--- src/rtl/rto_pkg.sv ---
package rto_pkg;

  typedef enum logic [2:0] {
    ST_CMD    = 3'd0,
    ST_WDATA  = 3'd1,
    ST_TXWAIT = 3'd2,
    ST_TX     = 3'd3,
    ST_HALT   = 3'd4,
    ST_RECOV  = 3'd5
  } rto_state_e;

  // Converts a duration in microseconds to whole ticks, never below one.
  function automatic int us_to_ticks(input int tick_hz, input int dur_us);
    longint prod;
    longint q;
    prod = longint'(tick_hz) * longint'(dur_us);
    q    = prod / 64'sd1000000;
    if (q < 1) q = 1;
    return int'(q);
  endfunction

endpackage

--- src/rtl/rto_sync_edge.sv ---
module rto_sync_edge (
  input  logic clk,
  input  logic rst_n,
  input  logic line_in,
  input  logic mask,
  output logic line_s,
  output logic fall
);

  logic [1:0] sync_q;
  logic [1:0] sync_d;
  logic       prev_q;
  logic       prev_d;

  always_comb begin
    sync_d = {sync_q[0], line_in};
    prev_d = sync_q[1];
  end

  always_ff @(posedge clk or negedge rst_n) begin
    if (!rst_n) begin
      sync_q <= 2'b11;
      prev_q <= 1'b1;
    end else begin
      sync_q <= sync_d;
      prev_q <= prev_d;
    end
  end

  assign line_s = sync_q[1];
  assign fall   = prev_q & ~sync_q[1] & ~mask;

endmodule

--- src/rtl/rto_break_det.sv ---
module rto_break_det #(
  parameter int BRK_T = 190,
  parameter int REC_T = 40
) (
  input  logic clk,
  input  logic rst_n,
  input  logic tick,
  input  logic line_s,
  input  logic mask,
  output logic brk,
  output logic rec_done
);

  localparam int CMAX = (BRK_T > REC_T) ? BRK_T : REC_T;
  localparam int CW   = $clog2(CMAX + 1);
  localparam logic [CW-1:0] BRK_LAST = CW'(BRK_T - 1);
  localparam logic [CW-1:0] REC_LAST = CW'(REC_T - 1);

  logic [CW-1:0] cnt_q, cnt_d;
  logic          in_rec_q, in_rec_d;
  logic          brk_q, brk_d;
  logic          rec_q, rec_d;

  always_comb begin
    cnt_d    = cnt_q;
    in_rec_d = in_rec_q;
    brk_d    = 1'b0;
    rec_d    = 1'b0;
    if (mask) begin
      cnt_d = '0;
    end else if (!in_rec_q) begin
      if (line_s) begin
        cnt_d = '0;
      end else if (tick) begin
        if (cnt_q == BRK_LAST) begin
          brk_d    = 1'b1;
          in_rec_d = 1'b1;
          cnt_d    = '0;
        end else begin
          cnt_d = cnt_q + 1'b1;
        end
      end
    end else begin
      if (!line_s) begin
        cnt_d = '0;
      end else if (tick) begin
        if (cnt_q == REC_LAST) begin
          rec_d    = 1'b1;
          in_rec_d = 1'b0;
          cnt_d    = '0;
        end else begin
          cnt_d = cnt_q + 1'b1;
        end
      end
    end
  end

  always_ff @(posedge clk or negedge rst_n) begin
    if (!rst_n) begin
      cnt_q    <= '0;
      in_rec_q <= 1'b0;
      brk_q    <= 1'b0;
      rec_q    <= 1'b0;
    end else begin
      cnt_q    <= cnt_d;
      in_rec_q <= in_rec_d;
      brk_q    <= brk_d;
      rec_q    <= rec_d;
    end
  end

  assign brk      = brk_q;
  assign rec_done = rec_q;

endmodule

--- src/rtl/rto_frame_ctrl.sv ---
module rto_frame_ctrl
  import rto_pkg::*;
#(
  parameter int SAMPLE_T = 75,
  parameter int START_T  = 30,
  parameter int DRVEND_T = 100,
  parameter int CYC_T    = 250
) (
  input  logic       clk,
  input  logic       rst_n,
  input  logic       tick,
  input  logic       line_s,
  input  logic       fall,
  input  logic       brk,
  input  logic       rec_done,
  input  logic       tx_load,
  input  logic [7:0] tx_byte,
  output logic       drive_low,
  output logic       rx_valid,
  output logic [7:0] rx_byte,
  output logic       rx_cmd,
  output logic       proto_err
);

  localparam int TMAX = (CYC_T > DRVEND_T) ? CYC_T : DRVEND_T;
  localparam int TW   = $clog2(TMAX + 1);
  localparam logic [TW-1:0] T_SAMPLE = TW'(SAMPLE_T);
  localparam logic [TW-1:0] T_START  = TW'(START_T);
  localparam logic [TW-1:0] T_DRVEND = TW'(DRVEND_T);
  localparam logic [TW-1:0] T_CYC    = TW'(CYC_T);

  rto_state_e    st_q, st_d;
  logic [TW-1:0] t_q, t_d;
  logic          in_bit_q, in_bit_d;
  logic [2:0]    bitcnt_q, bitcnt_d;
  logic [7:0]    shreg_q, shreg_d;
  logic [7:0]    txsh_q, txsh_d;
  logic          txbit_q, txbit_d;
  logic          drv_q, drv_d;
  logic          rxv_q, rxv_d;
  logic [7:0]    rxb_q, rxb_d;
  logic          rxc_q, rxc_d;
  logic          err_q, err_d;
  logic          bit_state;

  assign bit_state = (st_q == ST_CMD) || (st_q == ST_WDATA) || (st_q == ST_TX);

  always_comb begin
    st_d     = st_q;
    t_d      = t_q;
    in_bit_d = in_bit_q;
    bitcnt_d = bitcnt_q;
    shreg_d  = shreg_q;
    txsh_d   = txsh_q;
    txbit_d  = txbit_q;
    drv_d    = drv_q;
    rxv_d    = 1'b0;
    rxb_d    = rxb_q;
    rxc_d    = rxc_q;
    err_d    = 1'b0;

    // time since the last host falling edge, saturating at the cycle limit
    if (fall) begin
      t_d = '0;
    end else if (tick && (t_q != T_CYC)) begin
      t_d = t_q + 1'b1;
    end

    // release the line once the hold for the current reply bit is over
    if (drv_q && (t_q >= (txbit_q ? T_START : T_DRVEND))) begin
      drv_d = 1'b0;
    end

    if (bit_state) begin
      if (fall) begin
        in_bit_d = 1'b1;
        if (st_q == ST_TX) begin
          drv_d   = 1'b1;
          txbit_d = txsh_q[0];
        end
      end else if (in_bit_q && tick && (t_q == T_SAMPLE)) begin
        in_bit_d = 1'b0;
        shreg_d  = {line_s, shreg_q[7:1]};
        txsh_d   = {1'b0, txsh_q[7:1]};
        bitcnt_d = 3'(bitcnt_q + 3'd1);
        if (bitcnt_q == 3'd7) begin
          if (st_q == ST_TX) begin
            st_d = ST_CMD;
          end else begin
            rxv_d = 1'b1;
            rxb_d = {line_s, shreg_q[7:1]};
            rxc_d = (st_q == ST_CMD);
            if (st_q == ST_CMD) begin
              st_d = line_s ? ST_WDATA : ST_TXWAIT;
            end else begin
              st_d = ST_CMD;
            end
          end
        end
      end else if ((bitcnt_q != 3'd0) && !in_bit_q && (t_q == T_CYC)) begin
        err_d    = 1'b1;
        st_d     = ST_HALT;
        bitcnt_d = 3'd0;
      end
    end else if (st_q == ST_TXWAIT) begin
      in_bit_d = 1'b0;
      if (tx_load) begin
        txsh_d   = tx_byte;
        bitcnt_d = 3'd0;
        st_d     = ST_TX;
      end
    end else begin
      in_bit_d = 1'b0;
      if ((st_q == ST_RECOV) && rec_done) begin
        st_d     = ST_CMD;
        bitcnt_d = 3'd0;
      end
    end

    if (brk) begin
      st_d     = ST_RECOV;
      bitcnt_d = 3'd0;
      in_bit_d = 1'b0;
      drv_d    = 1'b0;
    end
  end

  always_ff @(posedge clk or negedge rst_n) begin
    if (!rst_n) begin
      st_q     <= ST_CMD;
      t_q      <= '0;
      in_bit_q <= 1'b0;
      bitcnt_q <= 3'd0;
      shreg_q  <= 8'h00;
      txsh_q   <= 8'h00;
      txbit_q  <= 1'b0;
      drv_q    <= 1'b0;
      rxv_q    <= 1'b0;
      rxb_q    <= 8'h00;
      rxc_q    <= 1'b0;
      err_q    <= 1'b0;
    end else begin
      st_q     <= st_d;
      t_q      <= t_d;
      in_bit_q <= in_bit_d;
      bitcnt_q <= bitcnt_d;
      shreg_q  <= shreg_d;
      txsh_q   <= txsh_d;
      txbit_q  <= txbit_d;
      drv_q    <= drv_d;
      rxv_q    <= rxv_d;
      rxb_q    <= rxb_d;
      rxc_q    <= rxc_d;
      err_q    <= err_d;
    end
  end

  assign drive_low = drv_q;
  assign rx_valid  = rxv_q;
  assign rx_byte   = rxb_q;
  assign rx_cmd    = rxc_q;
  assign proto_err = err_q;

endmodule

--- src/rtl/rto_link_slave.sv ---
module rto_link_slave
  import rto_pkg::*;
#(
  parameter int TICK_HZ    = 1000000,
  parameter int SAMPLE_US  = 75,
  parameter int START_US   = 30,
  parameter int DRVEND_US  = 100,
  parameter int CYC_MAX_US = 250,
  parameter int BREAK_US   = 190,
  parameter int BRKREC_US  = 40
) (
  input  logic       clk,
  input  logic       rst_n,
  input  logic       tick,
  input  logic       line_in,
  output logic       drive_low,
  output logic       rx_valid,
  output logic [7:0] rx_byte,
  output logic       rx_cmd,
  input  logic       tx_load,
  input  logic [7:0] tx_byte,
  output logic       proto_err
);

  localparam int SAMPLE_T = us_to_ticks(TICK_HZ, SAMPLE_US);
  localparam int START_T  = us_to_ticks(TICK_HZ, START_US);
  localparam int DRVEND_T = us_to_ticks(TICK_HZ, DRVEND_US);
  localparam int CYC_T    = us_to_ticks(TICK_HZ, CYC_MAX_US);
  localparam int BRK_T    = us_to_ticks(TICK_HZ, BREAK_US);
  localparam int REC_T    = us_to_ticks(TICK_HZ, BRKREC_US);

  logic [1:0] rst_sync_q;
  logic       rst_i;
  logic       line_s;
  logic       fall_w;
  logic       brk_w;
  logic       rec_w;
  logic       drv_w;

  always_ff @(posedge clk or negedge rst_n) begin
    if (!rst_n) begin
      rst_sync_q <= 2'b00;
    end else begin
      rst_sync_q <= {rst_sync_q[0], 1'b1};
    end
  end
  assign rst_i = rst_sync_q[1];

  rto_sync_edge i_sync (
    .clk     (clk),
    .rst_n   (rst_i),
    .line_in (line_in),
    .mask    (drv_w),
    .line_s  (line_s),
    .fall    (fall_w)
  );

  rto_break_det #(
    .BRK_T (BRK_T),
    .REC_T (REC_T)
  ) i_brk (
    .clk      (clk),
    .rst_n    (rst_i),
    .tick     (tick),
    .line_s   (line_s),
    .mask     (drv_w),
    .brk      (brk_w),
    .rec_done (rec_w)
  );

  rto_frame_ctrl #(
    .SAMPLE_T (SAMPLE_T),
    .START_T  (START_T),
    .DRVEND_T (DRVEND_T),
    .CYC_T    (CYC_T)
  ) i_frame (
    .clk       (clk),
    .rst_n     (rst_i),
    .tick      (tick),
    .line_s    (line_s),
    .fall      (fall_w),
    .brk       (brk_w),
    .rec_done  (rec_w),
    .tx_load   (tx_load),
    .tx_byte   (tx_byte),
    .drive_low (drv_w),
    .rx_valid  (rx_valid),
    .rx_byte   (rx_byte),
    .rx_cmd    (rx_cmd),
    .proto_err (proto_err)
  );

  assign drive_low = drv_w;

endmodule

--- config.mk ---
export PLATFORM = sky130hd
export DESIGN_NAME = rto_link_slave
export DESIGN_NICKNAME = d
export VERILOG_FILES = /design/src/rtl/rto_pkg.sv /design/src/rtl/rto_sync_edge.sv /design/src/rtl/rto_break_det.sv /design/src/rtl/rto_frame_ctrl.sv /design/src/rtl/rto_link_slave.sv
export SDC_FILE = /design/constraint.sdc
export NUM_CORES = 1
export LEC_CHECK = 0
export ABC_CLOCK_PERIOD_IN_PS = 2100
export BUFFER_PORTS_ARGS = -buffer_cell sky130_fd_sc_hd__buf_2
export CAP_MARGIN = 10
export CORE_MARGIN = 2
export CORE_UTILIZATION = 59
export DETAILED_ROUTE_END_ITERATION = 10
export GPL_TIMING_DRIVEN = 0
export PLACE_DENSITY = 0.79
export SETUP_SLACK_MARGIN = 0.1
export SYNTH_ARGS = -nofsm -noshare
export SYNTH_HDL_FRONTEND = slang
export SYNTH_SLANG_ARGS = --single-unit
--- constraint.sdc ---
create_clock -name clk -period 2.1 [get_ports clk]
set_clock_uncertainty 0.15 [all_clocks]
set_input_delay 0.21 -clock clk [delete_from_list [all_inputs] [get_ports clk]]
set_output_delay 0.21 -clock clk [all_outputs]
set_load 0.01 [all_outputs]
==> results by stage <==
Worst hold path:
- The worst hold path begins at tx_byte[1].
- The worst-case hold path end point is i_frame.txsh_q[1]$_DFFE_PN0P_.
- The path class of the tightest hold or removal check is in2reg.
- The worst hold path stage count is 3.

Logic synthesis:
- The simple logic cell fraction of the synthesized area is 0.205.
- The number of enable flip-flop cells after synthesis is 0.
- The synthesized netlist contains 55 unique library cells.
- For this run, the leading register cell type out of synthesis is sky130_fd_sc_hd__dfrtp_1.
- The adder-cell share of the synthesized area is 0.0493.
- The mapped cell area is 3050 sq um.
- After synthesis, the share of cell area in mux cells is 0.109.
- The main combinational cell family by area after synthesis is simple AND/OR/NAND/NOR gates.
- The total of flip-flops plus latches after synthesis is 59.
- The mean instance size in the synthesized netlist is 11.1 sq um.
- The number of cells produced by synthesis is 275.
- Of the synthesized area, sequential elements account for 0.486.
- The fraction of registers with async set or reset after synthesis is 1.00.
- The synthesized-area fraction occupied by ao, oa, aoi and oai cells is 0.0867.
- During synthesis, Yosys emitted a total of 0 warnings.
- The number of nets produced by synthesis is 300.
- The xor and xnor area share after synthesis is 0.0374.

Worst setup path:
- The maximum single-stage delay on the critical path is 450 ps.
- The startpoint of the most critical register-to-register path is i_frame.st_q[1]$_DFFE_PN0P_.
- The critical path startpoint category is a register.
- The cell depth of the worst flop-to-flop path is 6.
- The slowest stage of the critical path belongs to the cell sky130_fd_sc_hd__dfrtp_1.
- The category of the critical setup timing path is reg2reg.
- The maximum fanout encountered on the critical timing path is 6.
- The worst-case register-to-register setup slack is 90 ps.
- The endpoint arrival time on the critical path is 2110 ps.
- The worst flop-to-flop path endpoint is i_frame.st_q[0]$_DFFE_PN0P_.
- The required time at the endpoint of the critical path is 2200 ps.
- The critical path goes through nor2b_4 > nor2_2 > and3_1 > buf_6 > a221o_1 > mux2i_1.
- The endpoint class of the critical path is a register.

Timing:
- The final cycle utilization of the critical path is 0.959.
- The number of failing setup endpoints in the final timing report is 0.
- Headroom to the max-slew limit came out at 0.598.
- The transition at the pin with the smallest max-transition slack is 603 ps.
- The setup slack of the critical path after layout is 86.6 ps.
- The max-slew violation count is 0.
- The worst slack on hold paths is 9.77 ps.
- Setup repair after global routing could not meet its margin everywhere.
- For the finished layout, the period the worst path requires is 2010 ps.
- For this run, the top clock speed supported by timing is 497 MHz.
- After routing, the total negative slack on setup checks comes to 0 ps.
- The number of hold violations in the final report is 0.

Clock network:
- The longest clock path from root to sink contains 2 buffers.
- Clock tree synthesis selected as its root buffer the cell sky130_fd_sc_hd__clkbuf_8.
- The tree built by TritonCTS fans out to 59 sinks.
- The clock reaches the later pin of the worst-skew pair after 340 ps.
- The clock tree from TritonCTS is yes.
- The H-tree was split into 3 levels.
- The CTS buffer count is 9.
- The clock transition at the registers of the reported paths is 70 ps.

Pwr:
- The relative contribution of the clock network to total power is 0.409.
- The switching part of the total power is 0.250.
- VDD sags by at most 0.490 mV.
- The share of power burned in registers is 0.497.
- The internal power of the cells totals 0.00187 W.
- The total power divided by cell area is 671 nW/um^2.
- The combinational share of power is 0.094.
- The power spent charging and discharging nets is 0.000620 W.
- The standby leakage power is 1.84 nW.

Die:
- The number of rows in the core area is 26.
- The floorplan step defined a die boundary enclosing 5750 sq um.
- The height of the die is 75.8 um.
- The initial standard-cell utilization of the core is 0.604.
- The x dimension of the die is 75.8 um.
- During I/O placement, the number of pins put on the boundary was 25.
- The core region area is 5040 sq um.

Detailed routing:
- Across all layers, the routed design uses 2,251 vias.
- In the final routed layout, each cell accounts on average for 15.3 um.
- After detailed routing, the number of remaining DRC violations is 0.
- The detailed route wirelength on metal3 is 170 um.
- The length of routed wiring on met1 is 2.71 mm.
- The number of nets still failing antenna checks after routing is 0.
- Dividing the detail-routed via count by the number of cells gives 5.56.
- The detailed router finished its first iteration with 156 violations.
- Wires add up to 6.18 mm.
- The iteration count of the initial detailed-routing pass is 4.
- The met2 wire length is 3.15 mm.
- After detailed routing, no signal wire sits above met4.

Layout:
- In the final design database the tool counted 355 nets.
- Once layout is done, the placed cells without fillers occupy 3710 sq um.
- Of the cells placed in the final design, the portion with a size suffix greater than 1 is 0.293.
- For this run, the share of the core covered by cells in the final layout is 0.735.
- From synthesis to final layout, the design area changed by 21.7%.
- The number of antenna diodes in the final layout is 0.

Placement:
- The detailed placer's ending HPWL is 4.03 mm.
- Prior to clock tree synthesis, the placed netlist has a worst setup slack of -92.7 ps.
- The routability congestion estimate is 0.783.
- During placement, the flow inserted port buffers numbering 24.
- Summing all placed instances gives a cell area of 3280 sq um.

Global routing:
- The first global-routing pass estimated 9.87 mm of wire.
- The initial antenna violation count came to 0.
- The number of global-route vias before repair is 2,206.
- In the global route stage, overall resource usage came out at 0.233.
- The total global routing overflow is 0.
- Entering global routing, the biggest net connects 32 pins.

Status:
- The run finished with clean final reports.

Job:
- The number of max-capacitance violations reported is 0.
[power groups by stage]
| stage | sequential [W] | combinational, W | clock (W) |
|---|---|---|---|
| after floorplan | 0.00125 | 0.000126 | 0 |
| after detailed placement | 0.00125 | 0.000187 | 0 |
| after global placement | 0.00126 | 0.000160 | 0 |
| after CTS | 0.00123 | 0.000227 | 0.00102 |
| final | 0.00123 | 0.000235 | 0.00102 |
| after global routing | 0.00124 | 0.000264 | 0.00107 |
[final cells by class]
type,count,area (sq um)
Fill cell,342,1340
Inverter,8,30.0
Tap cell,70,87.6
Timing Repair Buffer,43,289
Buffer,8,48.8
Multi-Input combinational cell,201,1580
Clock inverter,3,40.0
Clock buffer,13,149
Sequential cell,59,1490
[registers in the layout, indices dropped and copies added, names as in the netlist]
name               cells
i_frame.drive_low      1
i_sync.prev_q          1
i_frame.rx_cmd         1
i_frame.in_bit_q       1
i_frame.txsh_q         8
i_brk.cnt_q            8
i_sync.sync_q          2
i_frame.proto_err      1
i_frame.rx_valid       1
i_frame.bitcnt_q       3
i_frame.shreg_q        7
rst_sync_q             2
i_brk.brk              1
i_brk.rec_done         1
i_brk.in_rec_q         1
i_frame.t_q            8
i_frame.st_q           3
i_frame.rx_byte        8
i_frame.txbit_q        1
[stage by stage]
step           cells  power (W)
2_1_floorplan    275    0.00137
3_3_place_gp     369    0.00142
3_5_place_dp     370    0.00144
4_1_cts          398    0.00248
5_1_grt          405    0.00258
6_report         405    0.00249
[critical path: cells and delay by family (launching register included)]
kind | cells | cell delay, ps
mux | 1 | 260
simple gates | 3 | 700
buf+inv | 1 | 100
compound gates | 1 | 260
flops | 1 | 450
[repair_timing]
action                     4_1_cts  5_1_grt
gates resized for setup          6       15
gates cloned                     1        0
hold buffers                     4        0
setup buffers                    7        7
pin swaps                        9       12
hold endpoints to repair         5        0
setup endpoints to repair       24       33
[worst max-delay path by stage]
stage,startpoint,end,slack [ps],cells after the start
detailed placement,i_frame.t_q[0]$_DFFE_PN0P_,i_frame.rx_cmd$_DFFE_PN0P_,-90,6
finish,i_frame.st_q[1]$_DFFE_PN0P_,i_frame.st_q[0]$_DFFE_PN0P_,90,6
global placement,rst_sync_q[1]$_DFF_PN0_,i_frame.t_q[0]$_DFFE_PN0P_,-400,0
CTS,i_frame.t_q[2]$_DFFE_PN0P_,i_frame.txsh_q[1]$_DFFE_PN0P_,90,7
floorplan,i_frame.t_q[0]$_DFFE_PN0P_,i_frame.rx_byte[0]$_DFFE_PN0P_,110,6
global route,i_frame.t_q[0]$_DFFE_PN0P_,i_frame.t_q[5]$_DFFE_PN0P_,9,8
[metal layers]
layer,vias up,global-route usage
li1,1080,-
met1,1120,0.300
met2,38,0.377
met3,13,0.0397
met4,0,0.117
met5,-,0
[logic make-up after synthesis]
| kind of cell | after synthesis |
|---|---|
| buffers and inverters | 16 |
| muxes | 28 |
| DFF | 59 |
| and+or+nand+nor | 106 |
| other | 1 |
| adders and majority gates | 12 |
| xor gates and xnor gates | 13 |
| AOI/OAI and AO/OA | 40 |
[cell usage in the layout (no fill, tap or decap), drive strengths merged, types with 2 or more instances in the layout]
master,n
o21ai,15
xnor2,8
dfstp,3
mux2,15
a31oi,2
clkinv,2
a21oi,8
nor4,2
ha,12
and3,5
clkbuf,15
o21a,2
dfrtp,56
buf,45
inv,8
and4,2
dlygate4sd3,4
nor2b,3
nor3,10
nand3,7
a22o,2
nand2,23
nand4,5
nor3b,2
mux2i,13
nand3b,5
xor2,5
o22ai,2
nand2b,8
nor2,33
[synthesized netlist by cell type (3+ instances only)]
cell type                  instances  share of area
sky130_fd_sc_hd__mux2_1            6          0.022
sky130_fd_sc_hd__ha_1             12          0.049
sky130_fd_sc_hd__buf_2             4         0.0066
sky130_fd_sc_hd__nor2_1           30          0.037
sky130_fd_sc_hd__nand2b_1          8          0.016
sky130_fd_sc_hd__inv_1             8         0.0099
sky130_fd_sc_hd__dfstp_2           3          0.026
sky130_fd_sc_hd__xor2_1            5          0.014
sky130_fd_sc_hd__nand3_1           7          0.012
sky130_fd_sc_hd__nand2_1          23          0.028
sky130_fd_sc_hd__mux2i_1          13          0.043
sky130_fd_sc_hd__o21ai_1           8          0.013
sky130_fd_sc_hd__mux2_4            9          0.044
sky130_fd_sc_hd__a21oi_1           7          0.012
sky130_fd_sc_hd__nand3b_1          5          0.012
sky130_fd_sc_hd__nor3_1            8          0.013
sky130_fd_sc_hd__dfrtp_1          56           0.46
sky130_fd_sc_hd__and3_1            5          0.010
sky130_fd_sc_hd__nand4_1           3         0.0062
sky130_fd_sc_hd__xnor2_1           8          0.023
sky130_fd_sc_hd__o21ai_0           7          0.012
Note: power is estimated with default switching activity, not from simulation.
